==> config.mk <==
export PLATFORM = sky130hd
export DESIGN_NAME = pin_event_flags
export DESIGN_NICKNAME = d
export VERILOG_FILES = /design/src/rtl/pev_pkg.sv /design/src/rtl/pev_sync.sv /design/src/rtl/pev_detect.sv /design/src/rtl/pev_flags.sv /design/src/rtl/pin_event_flags.sv
export SDC_FILE = /design/constraint.sdc
export NUM_CORES = 1
export LEC_CHECK = 0
export ABC_AREA = 1
export BUFFER_PORTS_ARGS = -buffer_cell sky130_fd_sc_hd__buf_2
export CORE_MARGIN = 2
export CORE_UTILIZATION = 30
export CTS_CLUSTER_DIAMETER = 60
export DETAILED_ROUTE_END_ITERATION = 8
export GPL_ROUTABILITY_DRIVEN = 0
export GPL_TIMING_DRIVEN = 1
export HOLD_SLACK_MARGIN = 0.05
export PLACE_DENSITY_LB_ADDON = 0.12
export SYNTH_ARGS = -nofsm -noshare
export SYNTH_HDL_FRONTEND = slang
export SYNTH_HIERARCHICAL = 1
export SYNTH_SLANG_ARGS = --single-unit
==> constraint.sdc <==
create_clock -name clk -period 8.4 [get_ports clk]
set_clock_uncertainty 0.2 [all_clocks]
set_input_delay 0.42 -clock clk [delete_from_list [all_inputs] [get_ports clk]]
set_output_delay 0.42 -clock clk [all_outputs]
set_load 0.005 [all_outputs]
==> src/rtl/pev_pkg.sv <==
package pev_pkg;

  localparam int CODE_W = 4;

  localparam logic [CODE_W-1:0] EV_OFF      = 4'h0;
  localparam logic [CODE_W-1:0] EV_DMA_RISE = 4'h1;
  localparam logic [CODE_W-1:0] EV_DMA_FALL = 4'h2;
  localparam logic [CODE_W-1:0] EV_DMA_BOTH = 4'h3;
  localparam logic [CODE_W-1:0] EV_FLG_RISE = 4'h5;
  localparam logic [CODE_W-1:0] EV_FLG_FALL = 4'h6;
  localparam logic [CODE_W-1:0] EV_FLG_BOTH = 4'h7;
  localparam logic [CODE_W-1:0] EV_IRQ_LOW  = 4'h8;
  localparam logic [CODE_W-1:0] EV_IRQ_RISE = 4'h9;
  localparam logic [CODE_W-1:0] EV_IRQ_FALL = 4'hA;
  localparam logic [CODE_W-1:0] EV_IRQ_BOTH = 4'hB;
  localparam logic [CODE_W-1:0] EV_IRQ_HIGH = 4'hC;

  typedef struct packed {
    logic on_rise;
    logic on_fall;
    logic on_low;
    logic on_high;
    logic to_dma;
    logic to_irq;
  } ev_dec_t;

  function automatic ev_dec_t ev_decode(input logic [CODE_W-1:0] code);
    ev_dec_t d;
    d = '0;
    case (code)
      EV_DMA_RISE: begin d.on_rise = 1'b1; d.to_dma = 1'b1; end
      EV_DMA_FALL: begin d.on_fall = 1'b1; d.to_dma = 1'b1; end
      EV_DMA_BOTH: begin d.on_rise = 1'b1; d.on_fall = 1'b1; d.to_dma = 1'b1; end
      EV_FLG_RISE: d.on_rise = 1'b1;
      EV_FLG_FALL: d.on_fall = 1'b1;
      EV_FLG_BOTH: begin d.on_rise = 1'b1; d.on_fall = 1'b1; end
      EV_IRQ_LOW:  begin d.on_low = 1'b1; d.to_irq = 1'b1; end
      EV_IRQ_RISE: begin d.on_rise = 1'b1; d.to_irq = 1'b1; end
      EV_IRQ_FALL: begin d.on_fall = 1'b1; d.to_irq = 1'b1; end
      EV_IRQ_BOTH: begin d.on_rise = 1'b1; d.on_fall = 1'b1; d.to_irq = 1'b1; end
      EV_IRQ_HIGH: begin d.on_high = 1'b1; d.to_irq = 1'b1; end
      default:     d = '0;
    endcase
    return d;
  endfunction

endpackage

==> src/rtl/pev_sync.sv <==
module pev_sync #(
  parameter int WIDTH = 32
) (
  input  logic             clk,
  input  logic             rst_n,
  input  logic [WIDTH-1:0] async_in,
  output logic [WIDTH-1:0] cur_q,
  output logic [WIDTH-1:0] prev_q
);

  logic [WIDTH-1:0] meta_q;
  logic [WIDTH-1:0] meta_d, cur_d, prev_d;

  always_comb begin
    meta_d = async_in;
    cur_d  = meta_q;
    prev_d = cur_q;
  end

  always_ff @(posedge clk or negedge rst_n) begin
    if (!rst_n) begin
      meta_q <= '0;
      cur_q  <= '0;
      prev_q <= '0;
    end else begin
      meta_q <= meta_d;
      cur_q  <= cur_d;
      prev_q <= prev_d;
    end
  end

endmodule

==> src/rtl/pev_detect.sv <==
module pev_detect
  import pev_pkg::*;
#(
  parameter int NPINS = 32
) (
  input  logic [NPINS-1:0]        cur,
  input  logic [NPINS-1:0]        prev,
  input  logic [NPINS*CODE_W-1:0] cfg,
  output logic [NPINS-1:0]        set_vec,
  output logic [NPINS-1:0]        dma_cls,
  output logic [NPINS-1:0]        irq_cls,
  output logic [NPINS-1:0]        off_cls
);

  for (genvar i = 0; i < NPINS; i++) begin : g_pin
    ev_dec_t dec;
    logic    rise, fall;

    always_comb begin
      dec  = ev_decode(cfg[i*CODE_W +: CODE_W]);
      rise = cur[i] & ~prev[i];
      fall = ~cur[i] & prev[i];
      set_vec[i] = (dec.on_rise & rise) | (dec.on_fall & fall) |
                   (dec.on_low & ~cur[i]) | (dec.on_high & cur[i]);
      dma_cls[i] = dec.to_dma;
      irq_cls[i] = dec.to_irq;
      off_cls[i] = ~(dec.on_rise | dec.on_fall | dec.on_low | dec.on_high);
    end
  end

endmodule

==> src/rtl/pev_flags.sv <==
module pev_flags #(
  parameter int NPINS = 32
) (
  input  logic             clk,
  input  logic             rst_n,
  input  logic [NPINS-1:0] set_vec,
  input  logic             w1c_en,
  input  logic [NPINS-1:0] w1c_data,
  input  logic             dma_ack,
  input  logic [NPINS-1:0] dma_cls,
  output logic [NPINS-1:0] flags_q
);

  logic [NPINS-1:0] clr_vec;
  logic [NPINS-1:0] flags_d;

  always_comb begin
    clr_vec = (w1c_en ? w1c_data : '0) | (dma_ack ? dma_cls : '0);
    // Set is applied after clear so it takes priority.
    flags_d = (flags_q & ~clr_vec) | set_vec;
  end

  always_ff @(posedge clk or negedge rst_n) begin
    if (!rst_n) flags_q <= '0;
    else        flags_q <= flags_d;
  end

  assert_set_wins_R9: assert property (@(posedge clk) disable iff (!rst_n)
    (set_vec != '0) |=> ((flags_q & $past(set_vec)) == $past(set_vec)));

  assert_w1c_clears_R7: assert property (@(posedge clk) disable iff (!rst_n)
    w1c_en |=> ((flags_q & $past(w1c_data & ~set_vec)) == '0));

  assert_ack_clears_R8: assert property (@(posedge clk) disable iff (!rst_n)
    dma_ack |=> ((flags_q & $past(dma_cls & ~set_vec)) == '0));

  assert_sticky_R7: assert property (@(posedge clk) disable iff (!rst_n)
    1'b1 |=> ((~flags_q & $past(flags_q) & ~$past(clr_vec)) == '0));

endmodule

==> src/rtl/pin_event_flags.sv <==
module pin_event_flags
  import pev_pkg::*;
#(
  parameter int NPINS = 32
) (
  input  logic                    clk,
  input  logic                    rst_n,
  input  logic [NPINS-1:0]        pin_in,
  input  logic [NPINS*CODE_W-1:0] cfg_in,
  input  logic                    w1c_en,
  input  logic [NPINS-1:0]        w1c_data,
  input  logic                    dma_ack,
  output logic [NPINS-1:0]        flags_o,
  output logic                    irq_o,
  output logic                    dma_req_o
);

  logic [1:0]       rst_pipe_q;
  logic             rst_int_n;
  logic [NPINS-1:0] cur, prev, set_vec, dma_cls, irq_cls, off_cls;

  always_ff @(posedge clk or negedge rst_n) begin
    if (!rst_n) rst_pipe_q <= 2'b00;
    else        rst_pipe_q <= {rst_pipe_q[0], 1'b1};
  end
  assign rst_int_n = rst_pipe_q[1];

  pev_sync #(.WIDTH(NPINS)) u_sync (
    .clk(clk), .rst_n(rst_int_n), .async_in(pin_in),
    .cur_q(cur), .prev_q(prev)
  );

  pev_detect #(.NPINS(NPINS)) u_detect (
    .cur(cur), .prev(prev), .cfg(cfg_in),
    .set_vec(set_vec), .dma_cls(dma_cls), .irq_cls(irq_cls), .off_cls(off_cls)
  );

  pev_flags #(.NPINS(NPINS)) u_flags (
    .clk(clk), .rst_n(rst_int_n), .set_vec(set_vec),
    .w1c_en(w1c_en), .w1c_data(w1c_data),
    .dma_ack(dma_ack), .dma_cls(dma_cls), .flags_q(flags_o)
  );

  always_comb begin
    irq_o     = |(flags_o & irq_cls);
    dma_req_o = |(flags_o & dma_cls);
  end

  assert_irq_has_flag_R5: assert property (@(posedge clk) disable iff (!rst_int_n)
    irq_o |-> (flags_o != '0));

  assert_dma_has_flag_R3: assert property (@(posedge clk) disable iff (!rst_int_n)
    dma_req_o |-> (flags_o != '0));

  assert_off_never_sets_R2: assert property (@(posedge clk) disable iff (!rst_int_n)
    1'b1 |=> ((flags_o & ~$past(flags_o) & $past(off_cls)) == '0));

  assert_reset_clean_R1: assert property (@(posedge clk)
    !rst_int_n |-> (flags_o == '0 && !irq_o && !dma_req_o));

endmodule

# Yosys cells after proc, flatten, opt, wreduce, memory -nomap -nowiden
# Cells that the tools add are included.
# W data, S select, Z words.
dict set report op_classes {
  n_eq_ne 352
  bitwise_logic 358
  muxes 194
  n_reduce_logical 130
}
# op count
set ops {}
lappend ops {{$eq A4 B4 Y1 const B} 160}
lappend ops {{$eq A4 B3 Y1 const B} 96}
lappend ops {{$reduce_or A6 Y1} 64}
lappend ops {{$eq A4 B2 Y1 const B} 64}
lappend ops {{$and A1 B1 Y1} 192}
lappend ops {{$mux W1} 192}
lappend ops {{$reduce_or A5 Y1} 32}
lappend ops {{$eq A4 B1 Y1 const B} 32}
lappend ops {{$and A32 B32 Y32} 3}
lappend ops {{$or A1 B1 Y1} 96}
lappend ops {{$reduce_or A3 Y1} 32}
lappend ops {{$mux W32} 2}
lappend ops {{$not A1 Y1} 64}
lappend ops {{$or A32 B32 Y32} 2}
lappend ops {{$reduce_or A32 Y1} 2}
lappend ops {{$not A32 Y32} 1}
dict set report word_totals {
  out_inout_bits 34
  elab_cells 1039
  input_bits 196
  ff_bits 130
}

# Logic depth before layout (Yosys ltp)
dict set report logic_depth {
  ltp_word 8
  depth_mapped 10
  ltp_nobuf 10
}

# Hierarchy
# Netlist, hierarchy kept.
# module area_per_inst_um2 seq_area_each_um2 instances cells_each
set modules_own_cells {}
lappend modules_own_cells {pev_detect 2580.0 0.0 1 615}
lappend modules_own_cells {pev_sync 2402.3 2402.3 1 96}
lappend modules_own_cells {pev_flags 1508.9 800.8 1 198}
lappend modules_own_cells {pin_event_flags 526.8 50.0 1 129}

# Least setup slack after synthesis
# OpenSTA, ideal clock, no wires.
dict set report synth_path {
  path_type {in2out}
  startpoint {in cfg_in[65]}
  endpoint {out dma_req_o}
  path_slack_ps 6688
  required_ps 7780
  t_arrival_ps 1092
  n_path_buf 0
  path_stages 10
  cell_sequence {nor2_1 -> inv_1 -> nand3_1 -> inv_1 -> nand2_1 -> nand2_1 -> nor2_1 -> nand2_1 -> nor2_1 -> nand2_1}
}
dict set report synth_between {
  elab_chain_len 5
  word_cells_on_any_way 7
  cone_classes {eq/ne: 3; mux: 1; bitwise: 1; reduce/logical: 2}
}
# element line
set synth_lines {}
lappend synth_lines {{from (decl)} pin_event_flags.sv:9} ;# input logic [NPINS*CODE_W-1:0] cfg_in,
lappend synth_lines {{$eq A4 B2 Y1 / $eq A4 B1 Y1 (equally long branches)} pev_pkg.sv:30} ;# case (code)
lappend synth_lines {{$reduce_or A3 Y1 (no source line) *} -}
lappend synth_lines {{$mux W1 *} pev_pkg.sv:30}
lappend synth_lines {{named net dma_cls[16]} pin_event_flags.sv:20} ;# logic [NPINS-1:0] cur, prev, set_vec, dma_cls, irq_cls, off_cls;
lappend synth_lines {{$and A32 B32 Y32 *} pin_event_flags.sv:46} ;# dma_req_o = |(flags_o & dma_cls);
lappend synth_lines {{$reduce_or A32 Y1 *} pin_event_flags.sv:46}
lappend synth_lines {{to (decl)} pin_event_flags.sv:15} ;# output logic dma_req_o
# Mark *: on every way through the listed nets, which the timed path passes. The rest lies on a longest branch.

# Worst setup path in the final report
dict set report layout_path {
  startpoint {reg u_flags.flags_q[16]}
  endpoint {out irq_o}
}
dict set report layout_between {
  elab_chain_len 2
}
# element line
set layout_lines {}
lappend layout_lines {{from (decl)} pev_flags.sv:11} ;# output logic [NPINS-1:0] flags_q
lappend layout_lines {{from (signal assigned)} pev_flags.sv:25} ;# else flags_q <= flags_d;
lappend layout_lines {{$and A32 B32 Y32} pin_event_flags.sv:45} ;# irq_o = |(flags_o & irq_cls);
lappend layout_lines {{$reduce_or A32 Y1} pin_event_flags.sv:45}
lappend layout_lines {{to (decl)} pin_event_flags.sv:14} ;# output logic irq_o,
# Every way passes these cells.

==> flow_metrics.env <==
export IMPL_syn_area_um2=6824
export IMPL_post_cts_setup_buffers=0
export IMPL_ir_drop_v=0.0001156
export IMPL_pin_count=230
export IMPL_layout_common_cells="390 x nand2_1, 229 x buf_2, 191 x inv_1"
export IMPL_clock_root_buffer="clkbuf_16"
export IMPL_clk_transition_reported_paths_ns=0.06
export IMPL_drt_initial_drc_count=260
export IMPL_cts_buffers=17
export IMPL_portBuffers=229
export IMPL_setup_tns_ns=0
export IMPL_cp_required_ns=7.78
export IMPL_start_kind="flop"
export IMPL_arrival_ns=1.64
export IMPL_setup_viol=0
export IMPL_placementRows=55
export IMPL_syn_inst=997
export IMPL_rsz0062_at_grt="no"
export IMPL_clk_latency_ns=0.41
export IMPL_place_hpwl_um=14100
export IMPL_final_antenna_net_count=0
export IMPL_core_area_um2=22500
export IMPL_track_usage=0.1548
export IMPL_via_count=6661
export IMPL_via_per_inst=4.235
export IMPL_p_leak_uw=0.005286
export IMPL_drt_pass1_iter_count=4
export IMPL_clock_path_buffers=2
export IMPL_drc=0
export IMPL_yosys_warnings=6
export IMPL_htreeDepth=4
export IMPL_clock_sinks=130
export IMPL_syn_nets=1193
export IMPL_slew_limit_headroom=0.3809
export IMPL_dieArea_um2=23970
export IMPL_fin_crit_ns=2.263
export IMPL_die_h_um=154.8
export IMPL_drive_gt1_frac=0.2037
export IMPL_final_common_cell="nand2_1"
export IMPL_power_density_nw_per_um2=182.8
export IMPL_hold_class="input port to flop"
export IMPL_maxClockFrequency_mhz=441.9
export IMPL_path_class="flop to output pin"
export IMPL_start_util=0.3033
export IMPL_critPathMaxFanout=4
export IMPL_cts_resized=0
export IMPL_grt_max_degree=71
export IMPL_worstMarginPinSlew_ns=0.9286
export IMPL_drt_wirelength_per_cell_um=11.60
export IMPL_nNetsFinal=1469
export IMPL_dp_slack_ns=6.080
export IMPL_syn_to_final_growth_pct=34.10
export IMPL_endpoint_kind="output pin"
export IMPL_final_hold_violation_count=0
export IMPL_die_x_um=154.8
export IMPL_drv_cap=0
export IMPL_grt_overflow=0
export IMPL_timing_final_ws_setup_ns=6.137
export IMPL_status="completed"
export IMPL_slew_viol_final=0
export IMPL_first_global_vias=6277
export IMPL_wl_um=18240
export IMPL_period_share=0.2694
export IMPL_grt_pass1_wl_um=29360
export IMPL_antenna_found_initial=3
export IMPL_synth_avg_cell_area_um2=6.845
export IMPL_cts_tree="built"
-- power by group --
group / switching (uW) / leakage (uW) / internal, uW / total [uW]
sequential: 43.9 / 0.00150 / 675 / 719
clock: 295 / 0.000249 / 389 / 684
combinational: 148 / 0.00354 / 122 / 270
-- critical path, cell delays in order (launching register included) --
cell     delay, ns
dfrtp_1       0.41
nand2_1       0.08
nand2_1       0.08
nor2_1        0.13
nand2_1       0.09
nor2_1        0.23
nand2_1       0.07
buf_2         0.14
-- stage by stage --
step	hold slack (ns)	instances	utilization	instance area (um^2)	total power, uW
after global placement	0.008207	1506	0.3675	8270	992.1
after CTS	0.05622	1571	0.4065	9146	1707
after floorplan	-0.07559	997	-	6824	861.7
final	0.08074	1573	0.4067	9151	1673
after global routing	0.08754	1572	0.4066	9149	1782
after detailed placement	0.008312	1506	0.3675	8270	992.3
-- per-layer routing --
metal,part of all wire,up-vias,track usage
met3,0.056,26,0.04287
met2,0.45,157,0.2453
met4,0.017,4,0.05071
li1,-,3570,-
met1,0.48,2904,0.2051
met5,0.0015,-,0
-- area by class of cell --
class                      instances  area [um^2]
antenna                            2        5.005
timing repair buffer             263         1484
tap                              285        356.6
inverter                         191        716.9
clock buffer                      19        442.9
fill                            2401        13350
clock inverter                    13        102.6
multi-input combinational        670         2786
sequential                       130         3257
-- final timing paths --
check                                           end           startpoint  cells after the start  slack (ns)
worst max register to register  u_flags/flags_q[16]        rst_pipe_q[1]                      1        6.41
min in group asynchronous             rst_pipe_q[1]                rst_n                      2        0.12
worst min register to register     u_sync/cur_q[27]     u_sync/cur_d[27]                      0        0.14
max in group asynchronous       u_flags/flags_q[16]        rst_pipe_q[1]                      1        6.41
worst max-delay path                          irq_o  u_flags/flags_q[16]                      7        6.14
worst min-delay path             u_flags/flags_q[1]          w1c_data[1]                      4        0.08
-- flip-flops by register name, summed over array words and instances (netlist names) --
name,flops
u_flags/flags_q,32
u_sync/cur_d,32
u_sync/cur_q,32
u_sync/prev_q,32
rst_pipe_q,2
-- timing repair --
action | 4_1_cts | 5_1_grt
endpoints found under the setup margin | 0 | 0
hold buffers | 33 | 0
hold endpoints to repair | 34 | 0
Note: power is estimated with default switching activity, not from simulation.
